### src/rtl/irq_hub_pkg.sv
// Package: shared offsets and widths of the interrupt aggregator.
// Assumes the register window decodes eight word offsets.
package irq_hub_pkg;
    typedef enum logic [2:0] {
        OFF_STATUS = 3'd0,
        OFF_PEND   = 3'd1,
        OFF_ENABLE = 3'd2,
        OFF_ACK    = 3'd3,
        OFF_SETEN  = 3'd4,
        OFF_CLREN  = 3'd5,
        OFF_VECTOR = 3'd6,
        OFF_MASTER = 3'd7
    } reg_off_e;

    localparam int MASTER_W = 2;
endpackage

### src/rtl/irq_hub_capture.sv
// Module: per-line capture of interrupt requests into the status register.
// Each line is built as level-following or edge-sticky from KIND_EDGE.
// Assumes src_i is synchronous and wr_status/wr_ack are never both high.
module irq_hub_capture #(
    parameter int               N         = 32,
    parameter logic [N-1:0]     KIND_EDGE = '0
) (
    input  logic         clk,
    input  logic         rst_n,
    input  logic [N-1:0] src_i,
    input  logic         cap_en,
    input  logic         wr_status,
    input  logic         wr_ack,
    input  logic [N-1:0] wr_data,
    output logic [N-1:0] status_q
);
    logic [N-1:0] src_prev_q;
    logic [N-1:0] status_d;

    // Purpose: keep last cycle's input levels for edge detection.
    always_ff @(posedge clk) begin
        if (!rst_n) src_prev_q <= '0;
        else        src_prev_q <= src_i;
    end

    for (genvar i = 0; i < N; i++) begin : g_bit
        logic sw_val;
        // Purpose: bus-side effect on this status bit.
        always_comb begin
            if (wr_status)                 sw_val = wr_data[i];
            else if (wr_ack && wr_data[i]) sw_val = 1'b0;
            else                           sw_val = status_q[i];
        end
        if (KIND_EDGE[i]) begin : g_edge
            // Purpose: a rising edge sets the bit and wins over any acknowledge.
            assign status_d[i] = (cap_en && src_i[i] && !src_prev_q[i]) ? 1'b1 : sw_val;

            p_edge_sticky_r9: assert property (@(posedge clk) disable iff (!rst_n)
                (status_q[i] && !wr_status && !wr_ack) |=> status_q[i]);
            p_edge_beats_ack_r11: assert property (@(posedge clk) disable iff (!rst_n)
                (cap_en && src_i[i] && !src_prev_q[i]) |=> status_q[i]);
        end else begin : g_level
            // Purpose: the bit follows the line while capture is on.
            assign status_d[i] = cap_en ? src_i[i] : sw_val;

            p_level_follow_r8: assert property (@(posedge clk) disable iff (!rst_n)
                cap_en |=> (status_q[i] == $past(src_i[i])));
        end
    end

    // Purpose: status register update.
    always_ff @(posedge clk) begin
        if (!rst_n) status_q <= '0;
        else        status_q <= status_d;
    end

    p_no_capture_r10: assert property (@(posedge clk) disable iff (!rst_n)
        (!cap_en && !wr_status && !wr_ack) |=> $stable(status_q));
endmodule

### src/rtl/irq_hub_prio.sv
// Module: lowest-index priority encoder over the pending set.
// Assumes N >= 2; idx_o is meaningful only when any_o is high.
module irq_hub_prio #(
    parameter int N     = 32,
    parameter int IDX_W = $clog2(N)
) (
    input  logic [N-1:0]     pend_i,
    output logic             any_o,
    output logic [IDX_W-1:0] idx_o
);
    // Purpose: scan from the top so the lowest set index is left last.
    always_comb begin
        any_o = |pend_i;
        idx_o = '0;
        for (int i = N - 1; i >= 0; i--) begin
            if (pend_i[i]) idx_o = IDX_W'(i);
        end
    end
endmodule

### src/rtl/irq_hub.sv
// Module: interrupt aggregator top with the register window.
// Holds enable and master control, owns decode and read mux, and derives
// pending, vector and the processor request. Assumes NUM_SRC <= DATA_W
// and inputs synchronous to clk.
module irq_hub
    import irq_hub_pkg::*;
#(
    parameter int                 NUM_SRC   = 32,
    parameter int                 DATA_W    = 32,
    parameter int                 ADDR_W    = 4,
    parameter logic [NUM_SRC-1:0] KIND_EDGE = 32'hFFFF_0000
) (
    input  logic               clk,
    input  logic               rst_n,
    input  logic [NUM_SRC-1:0] src_i,
    input  logic               wr_en,
    input  logic               rd_en,
    input  logic [ADDR_W-1:0]  addr,
    input  logic [DATA_W-1:0]  wr_data,
    output logic [DATA_W-1:0]  rd_data,
    output logic               irq_o
);
    localparam int IDX_W = $clog2(NUM_SRC);

    logic                in_map;
    reg_off_e            off;
    logic                wr_hit;
    logic [NUM_SRC-1:0]  wdat;
    logic [NUM_SRC-1:0]  status_q;
    logic [NUM_SRC-1:0]  en_q;
    logic [MASTER_W-1:0] mer_q;
    logic [NUM_SRC-1:0]  pend;
    logic                pend_any;
    logic [IDX_W-1:0]    pend_idx;
    logic [DATA_W-1:0]   vector;

    // Purpose: decode whether the address lands in the eight-word window.
    assign in_map = (addr >> 3) == '0;
    assign off    = reg_off_e'(addr[2:0]);
    assign wr_hit = wr_en && in_map;
    assign wdat   = wr_data[NUM_SRC-1:0];

    irq_hub_capture #(
        .N         (NUM_SRC),
        .KIND_EDGE (KIND_EDGE)
    ) u_capture (
        .clk       (clk),
        .rst_n     (rst_n),
        .src_i     (src_i),
        .cap_en    (mer_q[1]),
        .wr_status (wr_hit && off == OFF_STATUS),
        .wr_ack    (wr_hit && off == OFF_ACK),
        .wr_data   (wdat),
        .status_q  (status_q)
    );

    // Purpose: enable register with whole-word, set and clear writes.
    always_ff @(posedge clk) begin
        if (!rst_n) begin
            en_q <= '0;
        end else if (wr_hit) begin
            case (off)
                OFF_ENABLE: en_q <= wdat;
                OFF_SETEN:  en_q <= en_q | wdat;
                OFF_CLREN:  en_q <= en_q & ~wdat;
                default:    en_q <= en_q;
            endcase
        end
    end

    // Purpose: master control register, low two bits only.
    always_ff @(posedge clk) begin
        if (!rst_n)                           mer_q <= '0;
        else if (wr_hit && off == OFF_MASTER) mer_q <= wr_data[MASTER_W-1:0];
    end

    assign pend = status_q & en_q;

    irq_hub_prio #(
        .N     (NUM_SRC),
        .IDX_W (IDX_W)
    ) u_prio (
        .pend_i (pend),
        .any_o  (pend_any),
        .idx_o  (pend_idx)
    );

    // Purpose: vector code, all ones when nothing pends.
    assign vector = pend_any ? DATA_W'(pend_idx) : '1;

    // Purpose: processor request gated by both master bits.
    assign irq_o = mer_q[0] && mer_q[1] && pend_any;

    // Purpose: combinational read mux.
    always_comb begin
        rd_data = '0;
        if (rd_en && in_map) begin
            case (off)
                OFF_STATUS: rd_data = DATA_W'(status_q);
                OFF_PEND:   rd_data = DATA_W'(pend);
                OFF_ENABLE: rd_data = DATA_W'(en_q);
                OFF_VECTOR: rd_data = vector;
                OFF_MASTER: rd_data = DATA_W'(mer_q);
                default:    rd_data = '0;
            endcase
        end
    end

    p_vector_lowest_r4: assert property (@(posedge clk) disable iff (!rst_n)
        (pend != '0) |-> (pend[pend_idx] &&
            ((pend & ((NUM_SRC'(1) << pend_idx) - NUM_SRC'(1))) == '0)));
    p_irq_gated_r5: assert property (@(posedge clk) disable iff (!rst_n)
        !mer_q[1] |-> !irq_o);
    p_ack_clears_r6: assert property (@(posedge clk) disable iff (!rst_n)
        (wr_hit && off == OFF_ACK && !mer_q[1]) |=> ((status_q & $past(wdat)) == '0));
    p_set_enable_r7: assert property (@(posedge clk) disable iff (!rst_n)
        (wr_hit && off == OFF_SETEN) |=> ((en_q & $past(wdat)) == $past(wdat)));
    p_clear_enable_r7: assert property (@(posedge clk) disable iff (!rst_n)
        (wr_hit && off == OFF_CLREN) |=> ((en_q & $past(wdat)) == '0));
    p_ignore_outside_r2: assert property (@(posedge clk) disable iff (!rst_n)
        (wr_en && !in_map) |=> ($stable(en_q) && $stable(mer_q)));
endmodule

### config.mk
export PLATFORM = sky130hd
export DESIGN_NAME = irq_hub
export DESIGN_NICKNAME = d
export VERILOG_FILES = /design/src/rtl/irq_hub_pkg.sv /design/src/rtl/irq_hub_capture.sv /design/src/rtl/irq_hub_prio.sv /design/src/rtl/irq_hub.sv
export SDC_FILE = /design/constraint.sdc
export NUM_CORES = 1
export LEC_CHECK = 0
export ABC_AREA = 1
export ABC_CLOCK_PERIOD_IN_PS = 2500
export BUFFER_PORTS_ARGS = -buffer_cell sky130_fd_sc_hd__buf_4
export CELL_PAD_IN_SITES_DETAIL_PLACEMENT = 1
export CELL_PAD_IN_SITES_GLOBAL_PLACEMENT = 2
export CORE_MARGIN = 2
export CORE_UTILIZATION = 28
export DETAILED_ROUTE_END_ITERATION = 12
export GPL_ROUTABILITY_DRIVEN = 0
export GPL_TIMING_DRIVEN = 0
export PLACE_DENSITY_LB_ADDON = 0.1
export SLEW_MARGIN = 5
export SYNTH_ARGS = -nofsm -noshare
export SYNTH_HDL_FRONTEND = slang
export SYNTH_SLANG_ARGS = --single-unit
### constraint.sdc
create_clock -name clk -period 2.5 [get_ports clk]
set_input_delay 0.125 -clock clk [delete_from_list [all_inputs] [get_ports clk]]
set_output_delay 0.125 -clock clk [all_outputs]
set_load 0.02 [all_outputs]
==> flow_results.org <==
** Run status
- Status :: finished with violations
- The checks that failed: negative setup slack.

** Layout
- Layout Nets :: 941
- The multi-input combinational cells in the finished layout cover a total of 0.002843 sq mm.
- Registers take 0.001647 sq mm.
- Number of filler instances in the final layout :: 2168
- The repair_antennas step left the layout with diodes totalling 0.
- Area delta synth->final :: 39.30%
- Of the cells placed in the final design, the portion with a size suffix greater than 1 is 21.28%.
- At the end of the flow the core is filled with cells to 39.47%.
- The finished layout holds 1094 standard cells, fillers aside.
- After routing the design area is 0.006452 sq mm.

** Routing
- The first TritonRoute pass finished after 4 iterations.
- The detail route stage leaves a number of antenna-violating nets equal to 0.
- Metal2 WL :: 10.70 mm
- The routed design uses 1.106 mm of met3 wire.
- The first routing iteration left 222 violations.
- In the final routed layout, each cell accounts on average for 19.26 um.
- Highest metal used :: met4
- The routed layout has 5647 vias.
- For this run, design rule violations remaining after detail routing come to 0.
- For this block, the routed nets add up to 21.07 mm of wire.
- Using the TritonRoute via totals, the vias-per-cell ratio works out to 5.162.
- For this block, wires on met1 add up to 8.891 mm.

** STA
- Final critical delay including setup and external delays :: 2913 ps
- Final Cycle Share :: 116.5%
- The number of pins exceeding their max-slew limit in the final report came to 0.
- Worst-margin pin slew :: 1181 ps
- Final worst setup slack :: -413.0 ps
- Endpoints failing hold :: 0
- Fin Clk Skew :: 5.809 ps
- Setup repair after global routing missed its margin :: yes
- Based on the critical path, the design can be clocked at up to 343.3 MHz.
- Slew HR :: 21.28%
- Final setup vio count :: 2

** Die
- Initial core utilization :: 28.33%
- For this design the top-level I/O count stands at 105.
- Number of core rows :: 47
- Floorplan core area :: 0.01635 sq mm
- From left edge to right edge, the die measures 132.6 um.
- Floorplan die area :: 0.01759 sq mm
- The die is 132.6 um tall.

** Clock network
- No sink is reached through more buffers than the 2 on the longest clock path.
- Count of H-tree levels built during CTS :: 3
- TritonCTS Buffers :: 9
- TritonCTS built the clock tree.
- CTS Root Cell :: sky130_fd_sc_hd__clkbuf_16
- Clock net sink count :: 82
- Clock-pin slew reported for the worst setup and hold paths after clock tree synthesis :: 70 ps
- The clock reaches the later pin of the worst-skew pair after 350 ps.

** Placement
- In this run the cell area measured after placement is 0.005688 sq mm.
- Cell total after placement :: 1055
- Before CTS, the worst setup slack after placement is -185.1 ps.
- The wire-length estimate of the detail-placed layout is 15.03 mm.
- PortBufs :: 104

** Global route
- Pin count of the biggest net entering global routing :: 15
- Antenna violations before repair :: 0
- The via count of the first global-routing pass was 6017.
- The first global-routing pass estimated 33.10 mm of wire.
- GR Util All Layers :: 24.37%
- Overflow after GRT :: 0

** Critical path
- STA classifies the critical path endpoint as an output pin.
- On the critical path, the stage with the largest delay is an instance of sky130_fd_sc_hd__dfxtp_2.
- Arrival @ worst endpoint :: 2790 ps
- Of all nets on the critical path, the largest fanout is 2.
- The critical path contains buffers and inverters numbering 2 combined.
- Longest individual stage delay on the worst path :: 350 ps
- Reg2Reg Capture Point :: u_capture.status_q[6]$_SDFFE_PN0P_
- Setup slack on the worst flop-to-flop path :: 780 ps
- The number of cells on the worst reg-to-reg path is 4.
- Worst path required time :: 2380 ps
- The worst setup path is launched from a flop.
- Reg2Reg Launch Point :: mer_q[1]$_SDFFE_PN0P_
- Cell family with most CP delay :: simple AND/OR/NAND/NOR gates
- The cell that appears most often on the critical path is sky130_fd_sc_hd__nand2_1.
- Crit Path Class :: reg2out

** Synthesis
- Synthesized netlist net count :: 803
- In the post-synthesis netlist, the biggest area contributors are sky130_fd_sc_hd__dfxtp_1 35%, sky130_fd_sc_hd__nand2_1 14%, sky130_fd_sc_hd__a21oi_1 9.8%.
- Post-synthesis average cell area :: 6.336 sq um
- Number of flops mapped to enable cells by yosys :: 0
- The most used flip-flop cell after synthesis is sky130_fd_sc_hd__dfxtp_1.
- In this run the biggest area consumer among cell types represents 35.44% of the synthesized area.
- Proportion of register bits with asynchronous set or reset after synthesis :: 0%
- Synthesized netlist cell count :: 731
- Post-synthesis sequential area ratio :: 35.44%
- Cell area after technology mapping :: 0.004632 sq mm
- Among all cell types in the netlist, the one instantiated most often is sky130_fd_sc_hd__nand2_1.
- Post-synth top cells :: 175 x sky130_fd_sc_hd__nand2_1, 117 x sky130_fd_sc_hd__nor2_1, 91 x sky130_fd_sc_hd__a21oi_1
- Largest area contributor in the synthesized netlist :: sky130_fd_sc_hd__dfxtp_1
- Post-synthesis register bit count :: 82
- Yosys synthesis warning count :: 0
- Number of different library cells in the post-synthesis netlist :: 22

** Worst hold path
- The worst hold path belongs to the class in2reg.
- Start point of the worst hold path :: src_i[8]
- Worst Hold Path EP :: u_capture.status_q[8]$_SDFFE_PN0P_
- Cells on Worst Hold Path :: 3

** Power and ir drop
- In this run the static leakage power is 2.688 nW.
- The design draws 3.247 mW.
- IR Drop Worst-Case VDD :: 0.3519 mV
- Power spread over the standard cell area amounts to 503.3 mW/mm^2.

** Run
- The tool flagged a number of max-cap violations equal to 0.
==> repair_timing <==
item	in CTS	in global routing
cloned	0	1
setup buffers	5	1
gates resized for setup	24	35
setup endpoints to repair	31	30
pin swaps	4	5
endpoints found under the hold margin	16	0
hold buffers	16	0
==> final cells by class <==
class	instances	area share [%]
plain buffers	48	3.355
multi-input cells	568	44.06
clock inverters	6	1.008
well taps	220	4.266
repair buffers	127	16.13
clock buffers	10	3.704
flip-flops and latches	82	25.52
inverters	33	1.958
==> through the flow <==
stage                     setup TNS, ps  hold WS (ps)
final                            -452.8         13.56
after CTS                        -499.2         7.030
after floorplan                       0         218.5
after global placement           -920.4         310.6
after global routing              -2207         46.07
after detailed placement          -2536         319.1
==> metal layers <==
metal	track usage, %	vias up
li1	-	2768
met1	29.35	2725
met2	43.38	128
met3	4.598	26
met4	8.303	0
met5	0	-
==> report_power, final <==
part	internal [mW]	switching (mW)	total (mW)
sequential	1.35	0.0319	1.38
clock	0.804	0.599	1.40
combinational	0.180	0.282	0.462
==> placed cells by master (no fill, tap or decap), types with 2 or more instances in the layout <==
cell / n
sky130_fd_sc_hd__clkbuf_16: 10
sky130_fd_sc_hd__nand2_1: 173
sky130_fd_sc_hd__dlygate4sd3_1: 16
sky130_fd_sc_hd__buf_4: 102
sky130_fd_sc_hd__inv_1: 27
sky130_fd_sc_hd__a31oi_1: 31
sky130_fd_sc_hd__nor2_2: 4
sky130_fd_sc_hd__a21oi_2: 5
sky130_fd_sc_hd__nand2_2: 19
sky130_fd_sc_hd__dfxtp_2: 4
sky130_fd_sc_hd__inv_2: 5
sky130_fd_sc_hd__nor3_1: 2
sky130_fd_sc_hd__buf_6: 8
sky130_fd_sc_hd__nand2_4: 5
sky130_fd_sc_hd__a21oi_1: 78
sky130_fd_sc_hd__clkbuf_1: 43
sky130_fd_sc_hd__dfxtp_1: 78
sky130_fd_sc_hd__a221oi_1: 27
sky130_fd_sc_hd__clkinv_2: 2
sky130_fd_sc_hd__a21oi_4: 9
sky130_fd_sc_hd__buf_12: 2
sky130_fd_sc_hd__a2111oi_0: 2
sky130_fd_sc_hd__clkbuf_2: 3
sky130_fd_sc_hd__o21ai_1: 2
sky130_fd_sc_hd__nor2_1: 113
sky130_fd_sc_hd__o21ai_0: 53
sky130_fd_sc_hd__nand3_1: 40
==> worst max-delay path by stage <==
stage	from	to	slack [ps]	depth (start not counted)
5_1_grt	en_q[31]$_SDFFE_PN0P_	rd_data[0]	-750	35
3_5_place_dp	addr[0]	rd_data[30]	-190	7
2_1_floorplan	u_capture.status_q[31]$_SDFFE_PN0P_	rd_data[0]	380	34
3_3_place_gp	addr[0]	rd_data[30]	-160	7
6_report	en_q[31]$_SDFFE_PN0P_	rd_data[0]	-410	35
4_1_cts	u_capture.status_q[31]$_SDFFE_PN0P_	rd_data[0]	-460	35
==> flip-flops by register name, indices dropped and copies added (netlist names) <==
| register | cells |
|---|---|
| en_q | 32 |
| u_capture.status_q | 32 |
| u_capture.src_prev_q | 16 |
| mer_q | 2 |
==> logic make-up after synthesis <==
group                  share of synthesized area [%]
AO/OA/AOI/OAI                                  26.15
AND/OR/NAND/NOR                                31.85
buffers and inverters                          6.564
flip-flops                                     35.44
==> worst register-to-register path, cell delays in order (launching register included) <==
cell,delay [ps]
sky130_fd_sc_hd__dfxtp_1,360
sky130_fd_sc_hd__inv_1,90
sky130_fd_sc_hd__clkbuf_1,450
sky130_fd_sc_hd__clkbuf_1,510
sky130_fd_sc_hd__a31oi_1,170
Note: power is estimated with default switching activity, not from simulation.
